==> src/rtl/enc8b10b_tx.sv <==
module enc8b10b_tx (
  input  logic       clk,
  input  logic       rst_n,
  input  logic [7:0] din,
  input  logic       is_ctrl,
  input  logic       bypass,
  input  logic [9:0] bypass_char,
  output logic [9:0] code_out,
  output logic       ctrl_err,
  output logic       rd_pos
);

  logic [4:0] x;
  logic [2:0] y;
  assign x = din[4:0];
  assign y = din[7:5];

  logic k_ok, k28;
  assign k_ok = is_ctrl && (x == 5'd28 ||
                (y == 3'd7 && (x == 5'd23 || x == 5'd27 || x == 5'd29 || x == 5'd30)));
  assign k28 = k_ok && x == 5'd28;

  logic [5:0] six_n;
  always_comb begin
    case (x)
      5'd0:  six_n = 6'b100111;
      5'd1:  six_n = 6'b011101;
      5'd2:  six_n = 6'b101101;
      5'd3:  six_n = 6'b110001;
      5'd4:  six_n = 6'b110101;
      5'd5:  six_n = 6'b101001;
      5'd6:  six_n = 6'b011001;
      5'd7:  six_n = 6'b111000;
      5'd8:  six_n = 6'b111001;
      5'd9:  six_n = 6'b100101;
      5'd10: six_n = 6'b010101;
      5'd11: six_n = 6'b110100;
      5'd12: six_n = 6'b001101;
      5'd13: six_n = 6'b101100;
      5'd14: six_n = 6'b011100;
      5'd15: six_n = 6'b010111;
      5'd16: six_n = 6'b011011;
      5'd17: six_n = 6'b100011;
      5'd18: six_n = 6'b010011;
      5'd19: six_n = 6'b110010;
      5'd20: six_n = 6'b001011;
      5'd21: six_n = 6'b101010;
      5'd22: six_n = 6'b011010;
      5'd23: six_n = 6'b111010;
      5'd24: six_n = 6'b110011;
      5'd25: six_n = 6'b100110;
      5'd26: six_n = 6'b010110;
      5'd27: six_n = 6'b110110;
      5'd28: six_n = 6'b001110;
      5'd29: six_n = 6'b101110;
      5'd30: six_n = 6'b011110;
      default: six_n = 6'b101011;
    endcase
    if (k28) six_n = 6'b001111;
  end

  logic bal6, flip6, rd6;
  logic [5:0] six;
  assign bal6  = ($countones(six_n) == 3);
  assign flip6 = !bal6 || (x == 5'd7 && !k28);
  assign six   = (rd_pos && flip6) ? ~six_n : six_n;
  assign rd6   = rd_pos ^ !bal6;

  logic alt7;
  assign alt7 = (y == 3'd7) &&
                ((!rd6 && (x == 5'd17 || x == 5'd18 || x == 5'd20)) ||
                 ( rd6 && (x == 5'd11 || x == 5'd13 || x == 5'd14)));

  logic [3:0] four_n;
  always_comb begin
    if (k_ok) begin
      case (y)
        3'd0: four_n = 4'b1011;
        3'd1: four_n = 4'b0110;
        3'd2: four_n = 4'b1010;
        3'd3: four_n = 4'b1100;
        3'd4: four_n = 4'b1101;
        3'd5: four_n = 4'b0101;
        3'd6: four_n = 4'b1001;
        default: four_n = 4'b0111;
      endcase
    end else begin
      case (y)
        3'd0: four_n = 4'b1011;
        3'd1: four_n = 4'b1001;
        3'd2: four_n = 4'b0101;
        3'd3: four_n = 4'b1100;
        3'd4: four_n = 4'b1101;
        3'd5: four_n = 4'b1010;
        3'd6: four_n = 4'b0110;
        default: four_n = alt7 ? 4'b0111 : 4'b1110;
      endcase
    end
  end

  logic bal4, flip4, rd_next;
  logic [3:0] four;
  assign bal4    = ($countones(four_n) == 2);
  assign flip4   = k_ok || !bal4 || y == 3'd3;
  assign four    = (rd6 && flip4) ? ~four_n : four_n;
  assign rd_next = rd6 ^ !bal4;

  logic enc_q;
  always_ff @(posedge clk or negedge rst_n) begin
    if (!rst_n) begin
      code_out <= '0;
      ctrl_err <= 1'b0;
      rd_pos   <= 1'b0;
      enc_q    <= 1'b0;
    end else if (bypass) begin
      code_out <= bypass_char;
      ctrl_err <= 1'b0;
      enc_q    <= 1'b0;
    end else begin
      code_out <= {six, four};
      ctrl_err <= is_ctrl && !k_ok;
      rd_pos   <= rd_next;
      enc_q    <= 1'b1;
    end
  end

  assert_weight_R3: assert property (@(posedge clk) disable iff (!rst_n)
    enc_q |-> ($countones(code_out) >= 4 && $countones(code_out) <= 6));

  assert_rd_track_R3: assert property (@(posedge clk) disable iff (!rst_n)
    enc_q |-> (($countones(code_out) == 5 && rd_pos == $past(rd_pos)) ||
               ($countones(code_out) == 6 && rd_pos) ||
               ($countones(code_out) == 4 && !rd_pos)));

  assert_bypass_copy_R7: assert property (@(posedge clk) disable iff (!rst_n)
    bypass |=> (code_out == $past(bypass_char) && rd_pos == $past(rd_pos) && !ctrl_err));

  assert_err_needs_ctrl_R6: assert property (@(posedge clk) disable iff (!rst_n)
    ctrl_err |-> $past(is_ctrl && !bypass));

  assert_run_limit_R2: assert property (@(posedge clk) disable iff (!rst_n)
    enc_q |-> (code_out[9:4] != 6'b111111 && code_out[9:4] != 6'b000000));

endmodule

==> config.mk <==
export PLATFORM = sky130hd
export DESIGN_NAME = enc8b10b_tx
export DESIGN_NICKNAME = d
export VERILOG_FILES = /design/src/rtl/enc8b10b_tx.sv
export SDC_FILE = /design/constraint.sdc
export NUM_CORES = 1
export LEC_CHECK = 0
export CAP_MARGIN = 10
export CORE_MARGIN = 5
export CORE_UTILIZATION = 42
export CTS_CLUSTER_DIAMETER = 30
export CTS_CLUSTER_SIZE = 8
export DETAILED_ROUTE_END_ITERATION = 6
export PLACE_DENSITY = 0.67
export SLEW_MARGIN = 20
export SYNTH_ARGS = -nofsm -noshare
export SYNTH_HDL_FRONTEND = slang
export SYNTH_SLANG_ARGS = --single-unit
==> constraint.sdc <==
create_clock -name clk -period 3.9 [get_ports clk]
set_clock_uncertainty 0.15 [all_clocks]
set_input_delay 0.78 -clock clk [delete_from_list [all_inputs] [get_ports clk]]
set_output_delay 0.78 -clock clk [all_outputs]
set_load 0.02 [all_outputs]
Yosys cells after proc, flatten, opt, wreduce, memory -nomap -nowiden --
Memory sizes are Yosys's and may differ from the RTL's. Index checks and enable logic that the tools add are counted.
Operators by class: $add $sub $neg 8, eq/ne operators 21, mux-type cells 9, bitwise logic cells 4, reduce and logical (&&, ||, !) cells 28
Operators by type and width (number):
- 4-bit one-hot mux with 7 select lines | 2
- 5-bit equality test, second input constant | 8
- 5-bit by 4-bit equality test with 1-bit output, second input constant | 3
- 3-bit equality test, second input constant | 4
- 1-bit logical OR | 12
- 4-bit 2-to-1 mux | 3
- 6-bit 2-to-1 mux | 2
- 1-bit by 1-bit adder with 2-bit output | 5
- 1-bit logical AND | 10
- 10-bit 2-to-1 mux | 1
- 3-bit by 2-bit equality test with 1-bit output, second input constant | 3
- 2-bit by 2-bit adder with 3-bit output | 2
- 6-bit inverter | 1
- 5-bit by 3-bit equality test with 1-bit output, second input constant | 1
- 1-bit zero test | 5
- 3-bit by 2-bit adder with 4-bit output | 1
- 4-bit by 2-bit equality test with 1-bit output, second input constant | 1
- 4-bit inverter | 1
- 3-bit by 1-bit equality test with 1-bit output, second input constant | 1
- 3-bit zero test | 1
- 1-bit XOR | 2
- 1-bit 2-to-1 mux | 1
Storage, ports and cells: register bits after elaboration 12, memory bits (read-only) 192, memories 1
Memory list:
- (name not given) | words 32, width 6, rd ports 1, clocked after Yosys merged registers in 0, wr ports 0, line 25 | case (x)

Depth between registers and ports, before layout --
Gate-level depths: netlist of run 1.
depth in word-level cells 31, mapped depth 26, gate-level depth less buffers 26

Worst setup path after synthesis of run 1 --
Ideal clock, no wire load.
path kind input -> register, start input port din[0], end register code_out[3], data arrival time 6.415 ns, data required time 3.668 ns, slack -2.747 ns, stages on the path 26, cell sequence inv_1 ha_1 inv_1 o21ai_2 mux4_2 a21oi_4 fa_1 inv_1 fa_1 ha_1 inv_1 fa_1 nand3b_1 xor2_1 mux2i_1 nor4b_2 or2_2 fa_1 inv_1 ha_1 ha_1 nor3b_1 o21a_1 a21boi_2 or3_1 a31oi_1
Between the ends: word-level cells in the longest chain between the ends 31
RTL lines:
- start, declared | line 4 | input logic [7:0] din,
- 5-bit equality test | line 20 | (y == 3'd7 && (x == 5'd23 || x == 5'd27 || x == 5'd29 || x == 5'd30)));
- 1-bit logical OR (3 in a row) | line 20
- 1-bit logical AND | line 20
- 1-bit logical OR | line 19 | assign k_ok = is_ctrl && (x == 5'd28 ||
- 1-bit logical AND | line 19
- 1-bit logical AND | line 21 | assign k28 = k_ok && x == 5'd28;
- 6-bit 2-to-1 mux | line 59 | if (k28) six_n = 6'b001111;
- 1-bit by 1-bit adder with 2-bit output (implied by the code) | line 64 | assign bal6 = ($countones(six_n) == 3);
- (+12 left out)
- 1-bit by 1-bit adder with 2-bit output (implied by the code) | line 103 | assign bal4 = ($countones(four_n) == 2);
- 2-bit by 2-bit adder with 3-bit output (implied by the code) | line 103
- 3-bit by 2-bit equality test with 1-bit output | line 103
- 1-bit zero test | line 104 | assign flip4 = k_ok || !bal4 || y == 3'd3;
- 1-bit logical OR (2 in a row) | line 104
- 1-bit logical AND | line 105 | assign four = (rd6 && flip4) ? ~four_n : four_n;
- 4-bit 2-to-1 mux (*) | line 105
- 10-bit 2-to-1 mux (*) | line 115 | end else if (bypass) begin
- end signal, assigned | line 116 | code_out <= bypass_char;
- end signal, assigned | line 120 | code_out <= {six, four};
- end, declared | line 8 | output logic [9:0] code_out,
Every way passes the cells marked *; elsewhere a longest branch is shown, timed or not. A chain may end at the register's enable or synchronous reset.

Final worst setup path of run 1 --
Same ends and word-level chain as after synthesis.

==> flow_metrics.py, run 1 <==
metrics = {
    "run_status": {
        "status": "finished, violations left",
        "violations": "setup timing",
    },
    "logic_synthesis": {
        "ys_types": 55,
        "syn_avg_cell_area_um2": 8.88,
        "netlist_instances": 169,
        "synth_top_family_by_area": "compound AO/OA/AOI/OAI gates",
        "yosysWarnings": 0,
        "ys_top_cells_by_area": "dfrtp_1 (20%), ha_1 (9.2%), nand2_1 (5.5%), fa_1 (5.3%), xnor2_1 (4.7%)",
        "synth_edf_count": 0,
        "synth-compound-area-share": 0.222,
        "synth_top_flop_cell": "dfrtp_1",
        "synth_mux_area_frac": 0.0567,
        "synth-async-reset-ratio": 1.00,
        "synth_nets": 206,
        "synth_area_um2": 1500,
        "yosysMostFrequentCell": "nand2_1",
        "synth_top_area_cell": "dfrtp_1",
        "synth-simple-area-share": 0.186,
        "synth_commonest_cells": "nand2_1 (22), inv_1 (13), dfrtp_1 (12), ha_1 (11), o21ai_0 (11)",
        "seq_area_frac_synth": 0.200,
        "yosysTopAreaCellShare": 0.200,
        "synth_xor_area_frac": 0.0817,
        "synthAdderAreaFrac": 0.152,
        "ys_seq_elements": 12,
    },
    "final_layout": {
        "fillerInstances": 260,
        "fin_nets": 293,
        "stdcell_count": 300,
        "antenna_cells": 0,
        "fin_area_um2": 2460,
        "drive_gt1_frac": 0.421,
        "syn_to_final_growth_pct": 64.1,
    },
    "detailed_routing": {
        "drc": 0,
        "drt_iter0_drc": 75,
        "wl_met2_um": 2130,
        "wire_per_inst_um": 13.6,
        "wirelength_um": 4070,
        "viasPerCell": 5.04,
        "antenna_left": 0,
        "wl_met3_um": 207,
        "drt-met1-wl_um": 1720,
        "num_vias": 1513,
        "dr.max_layer_used": "met4",
        "first_pass_iters": 4,
    },
    "floorplan": {
        "dieArea_um2": 4870,
        "die_x_um": 69.8,
        "rows": 21,
        "coreArea_um2": 3390,
        "pin_count": 34,
        "fp.dieH_um": 69.8,
        "initial_utilization": 0.443,
    },
    "global_routing": {
        "grt_util_all_layers": 0.165,
        "grt_pass1_vias": 1468,
        "grt_first_pass_wirelength_um": 6840,
        "antenna_found_initial": 0,
        "grt_max_degree": 19,
        "grt-ovfl-total": 0,
    },
    "clock_tree": {
        "cts_buffers": 3,
        "clk_pin_slew_ns": 0.06,
        "numClockSinks": 12,
        "tritoncts": "built",
        "worstSkewPairLatency_ns": 0.25,
        "h-tree-depth": 1,
        "clockRootBuffer": "clkbuf_4",
        "clk_path_buf_depth": 2,
        "ctsHoldBuffers": 0,
    },
    "placed_design": {
        "io_buffer_count": 33,
        "placed_cells": 289,
        "placed_area_um2": 2260,
        "gp_congestion": 0.997,
        "dp_hpwl_um": 3180,
    },
    "sta": {
        "fmax_ghz": 0.155,
        "finalCritPeriodShare": 1.65,
        "period_needed_ns": 6.45,
        "rsz0062_at_grt": "yes",
        "relSlewSlack": 0.602,
        "worst_slack_ns": -2.55,
        "worst_slew_pin_slew_ns": 0.595,
        "hold_violations": 0,
        "slew_violations": 0,
        "setup_violations": 11,
    },
    "hold_path": {
        "hold_path.startpoint": "rd_pos$_DFFE_PN0N_",
        "hold-path-cell-count": 1,
        "min_path_type": "reg -> reg",
        "min_to": "rd_pos$_DFFE_PN0N_",
    },
    "worst_setup_path": {
        "reg2reg_to": "code_out[3]$_DFF_PN0_",
        "startpoint": "din[0]",
        "critPathArrivalTime_ns": 6.48,
        "critPathRequiredTime_ns": 3.92,
        "startpoint_type": "primary input",
        "critical_path_class": "in -> reg",
        "end_kind": "flop",
        "rrSetupSlack_ns": 0.46,
        "r2r_cells": 13,
        "path_max_fanout": 5,
        "rr_startpoint": "rd_pos$_DFFE_PN0N_",
    },
    "pwr": {
        "powerDensity_nw_per_um2": 386,
        "irDropWorstVdd_mv": 0.159,
        "power.leakage_uw": 0.00110,
        "p_total_uw": 951,
    },
    "flow_run": {
        "drv_cap": 0,
    },
}
## kinds of logic after synthesis
logic type / Yosys count
compound gates: 42
xor+xnor: 14
flops: 12
mux: 7
simple gates: 53
fa+ha+maj: 16
buf+inv: 25
## worst max-delay path, cell delays in order
cell and delay [ns]:
buf_12 0.10, inv_12 0.03, ha_4 0.27, mux2i_1 0.07
mux4_2 0.49, a21oi_4 0.15, fa_1 0.43, inv_2 0.07
fa_1 0.39, ha_2 0.20, inv_2 0.05, fa_1 0.40
nand3b_1 0.23, xor2_2 0.22, mux2i_2 0.18, buf_4 0.16
o211a_1 0.26, fa_1 0.54, inv_1 0.04, ha_2 0.18
ha_4 0.26, nor3b_4 0.19, o21a_1 0.19, a21boi_4 0.08
or3_1 0.30, a31oi_1 0.17
## worst max path at each step
stage | end | slack [ns] | depth (start not counted)
finish | code_out[3]$_DFF_PN0_ | -2.55 | 26
global route | code_out[3]$_DFF_PN0_ | -2.80 | 26
CTS | code_out[3]$_DFF_PN0_ | -2.66 | 27
detailed placement | code_out[0]$_DFF_PN0_ | -3.36 | 27
global placement | code_out[0]$_DFF_PN0_ | -3.20 | 27
floorplan | code_out[0]$_DFF_PN0_ | -2.45 | 25
## flip-flops by register name, summed over array words and instances (netlist names)
| register | cells |
|---|---|
| ctrl_err | 1 |
| rd_pos | 1 |
| code_out | 10 |
## per-layer routing
layer | track usage | vias to the layer above
li1 | - | 760
met1 | 0.197 | 711
met2 | 0.311 | 38
met3 | 0.0275 | 4
met4 | 0.0255 | 0
met5 | 0 | -
## final cells by class
class | instances | area [um^2] | area share
sequential | 12 | 300 | 0.122
clock buffer | 3 | 22.5 | 0.00915
multi-input combinational | 132 | 1200 | 0.488
inverter | 13 | 68.8 | 0.0279
tap | 46 | 57.6 | 0.0234
timing repair buffer | 94 | 812 | 0.330
## cell usage in the layout, fill, tap and decap left out, types with 3 or more instances in the layout
master,Yosys,routed
buf_6,3,3
buf_4,3,58
ha_1,11,5
nand2_1,22,21
xor2_1,6,4
clkbuf_4,0,3
o21ai_1,5,7
fa_1,4,4
nor3_1,3,3
o21ai_0,11,9
nand3_1,3,3
clkdlybuf4s50_1,0,28
xnor2_1,8,4
inv_2,0,3
xnor2_2,0,4
mux2i_1,4,3
nor2_1,8,8
a21oi_1,4,3
ha_4,0,4
inv_1,13,8
dfrtp_1,12,12
nand3b_1,3,3
## power breakdown
group	internal [uW]	switching [uW]
sequential	169	18.6
combinational	396	299
clock	35.5	32.1
## repair_timing
| action | in CTS | in global routing |
|---|---|---|
| pin swaps | 15 | 15 |
| setup buffers | 7 | 3 |
| setup endpoints to repair | 11 | 11 |
| gates resized for setup | 31 | 10 |
## per-stage QoR
step                      utilization  hold slack (ns)  setup slack [ns]  TNS (ns)
after global routing            0.726            0.482             -2.80    -17.35
after global placement          0.667            0.398             -3.20    -22.57
after detailed placement        0.667            0.404             -3.36    -24.04
after CTS                       0.716            0.449             -2.66    -15.89
final                           0.726            0.430             -2.55    -15.11
after floorplan                     -            0.334             -2.45    -14.10
Note: power is estimated with default switching activity, not from simulation.
==> run 2, diff against run 1 <==
--- a/config.mk
+++ b/config.mk
@@ -11,7 +11,7 @@
 export CTS_CLUSTER_DIAMETER = 30
 export CTS_CLUSTER_SIZE = 8
 export DETAILED_ROUTE_END_ITERATION = 6
-export PLACE_DENSITY = 0.67
+export PLACE_DENSITY = 0.69
 export SLEW_MARGIN = 20
 export SYNTH_ARGS = -nofsm -noshare
 export SYNTH_HDL_FRONTEND = slang
==> constraint.sdc (replaced) <==
create_clock -name clk -period 5.3 [get_ports clk]
set_clock_uncertainty 0.15 [all_clocks]
set_input_delay 1.06 -clock clk [delete_from_list [all_inputs] [get_ports clk]]
set_output_delay 1.06 -clock clk [all_outputs]
set_load 0.02 [all_outputs]
==> flow_metrics.py, run 2 (synthesis gave the netlist of run 1 again) <==
metrics = {
    "sta": {
        "slew_violations": 0,
        "finalSetupTns_ns": -6.73,
        "fmax_ghz": 0.149,
        "finalCritPeriodShare": 1.26,
        "period_needed_ns": 6.70,
        "hold_violations": 0,
        "worst_slew_pin_slew_ns": 0.582,
        "setup_violations": 5,
        "rsz0062_at_grt": "yes",
        "worst_slack_ns": -1.40,
        "relSlewSlack": 0.611,
    },
    "flow_run": {
        "drv_cap": 0,
    },
    "worst_setup_path": {
        "path_max_fanout": 5,
        "critical_path_class": "in -> reg",
        "critPathArrivalTime_ns": 6.74,
        "startpoint_type": "primary input",
        "critPathRequiredTime_ns": 5.33,
        "end_kind": "flop",
    },
    "clock_tree": {
        "ctsHoldBuffers": 0,
        "h-tree-depth": 1,
        "clk_pin_slew_ns": 0.06,
        "clk_path_buf_depth": 2,
        "clockRootBuffer": "clkbuf_4",
        "tritoncts": "built",
        "cts_buffers": 3,
        "numClockSinks": 12,
        "worstSkewPairLatency_ns": 0.25,
    },
    "hold_path": {
        "min_path_type": "reg -> reg",
    },
    "global_routing": {
        "grt_util_all_layers": 0.159,
        "grt_first_pass_wirelength_um": 6560,
        "antenna_found_initial": 0,
        "grt-ovfl-total": 0,
        "grt_max_degree": 19,
        "grt_pass1_vias": 1498,
    },
    "final_layout": {
        "largest_reg_flops": 10,
        "final_cell_mix": "buf_4 (51), clkdlybuf4s50_1 (28), nand2_1 (20), dfrtp_1 (12), o21ai_0 (10)",
        "layout_commonest_cell": "buf_4",
        "fillerInstances": 258,
        "antenna_cells": 0,
        "largest_register": "code_out",
        "fin_nets": 285,
        "multi_input_area_um2": 1170,
        "seqCellArea_um2": 300,
        "syn_to_final_growth_pct": 58.0,
        "utilization": 0.699,
        "drive_gt1_frac": 0.398,
        "top_regs": "code_out x10, ctrl_err x1, rd_pos x1",
        "stdcell_count": 292,
    },
    "floorplan": {
        "dieArea_um2": 4870,
        "coreArea_um2": 3390,
        "pin_count": 34,
        "rows": 21,
        "die_x_um": 69.8,
        "initial_utilization": 0.443,
        "fp.dieH_um": 69.8,
    },
    "detailed_routing": {
        "drc": 0,
        "antenna_left": 0,
        "viasPerCell": 5.08,
        "num_vias": 1483,
        "drt_iter0_drc": 88,
        "first_pass_iters": 5,
        "wire_per_inst_um": 13.5,
        "wirelength_um": 3940,
    },
    "placed_design": {
        "placed_cells": 278,
        "dp_hpwl_um": 3120,
        "io_buffer_count": 33,
        "gp_congestion": 0.966,
    },
    "pwr": {
        "p_total_uw": 664,
        "power.leakage_uw": 0.00104,
        "irDropWorstVdd_mv": 0.122,
        "powerDensity_nw_per_um2": 280,
    },
    "run_status": {
        "status": "finished, violations left",
        "violations": "setup timing",
    },
}
[run 2: what timing repair did]
action / 4_1_cts / 5_1_grt
resized for setup: 22 / 16
buffers inserted: 7 / 7
setup endpoints to repair: 5 / 5
pin swaps: 14 / 17
[run 2: area by class of cell]
type | instances | area share
tap | 46 | 0.0243
timing repair buffer | 86 | 0.317
sequential | 12 | 0.127
multi-input combinational | 132 | 0.493
inverter | 13 | 0.0290
clock buffer | 3 | 0.00950
[run 2: per-stage QoR]
stage               hold slack [ns]  setup WS (ns)  instance area [um^2]
finish                        0.443          -1.40                  2370
global route                  0.484          -1.69                  2370
CTS                           0.452          -1.54                  2310
detailed placement            0.407          -2.30                  2180
global placement              0.403          -2.15                  2180
floorplan                     0.497          -1.33                  1580
[run 2: critical path: stages]
cell and delay (ns):
buf_12 0.10, inv_12 0.03, ha_4 0.26, mux2i_1 0.08
mux4_2 0.50, a21oi_4 0.15, fa_1 0.44, inv_2 0.07
fa_1 0.39, ha_2 0.20, inv_2 0.05, fa_1 0.40
nand3b_1 0.23, xor2_2 0.25, mux2i_2 0.29, nor4b_2 0.09
or2_4 0.26, fa_1 0.50, inv_1 0.04, ha_2 0.19
ha_4 0.25, nor3b_4 0.18, o21a_1 0.19, a21boi_4 0.09
or3_1 0.31, a31oi_1 0.13
[run 2: metal layers]
metal,up-vias,GRT usage,routed length (um)
li1,738,-,-
met1,696,0.172,1530
met2,43,0.311,2160
met3,6,0.0290,200
met4,0,0.0404,49
met5,-,0,0
[run 2: final timing paths]
kind / start / to / slack [ns] / cells past startpoint
worst max-delay path: din[0] / code_out[3]$_DFF_PN0_ / -1.40 / 26
worst min-delay path: rd_pos$_DFFE_PN0N_ / rd_pos$_DFFE_PN0N_ / 0.44 / 1
worst max register to register: rd_pos$_DFFE_PN0N_ / code_out[3]$_DFF_PN0_ / 1.89 / 13
worst min register to register: rd_pos$_DFFE_PN0N_ / rd_pos$_DFFE_PN0N_ / 0.44 / 1
max in group asynchronous: rst_n / rd_pos$_DFFE_PN0N_ / 3.69 / 1
min in group asynchronous: rst_n / code_out[3]$_DFF_PN0_ / 0.98 / 1
[run 2: report_power, final]
part	switching [uW]	internal (uW)
clock network	24.1	26.2
registers	14.1	124
logic	212	264
total	250	414
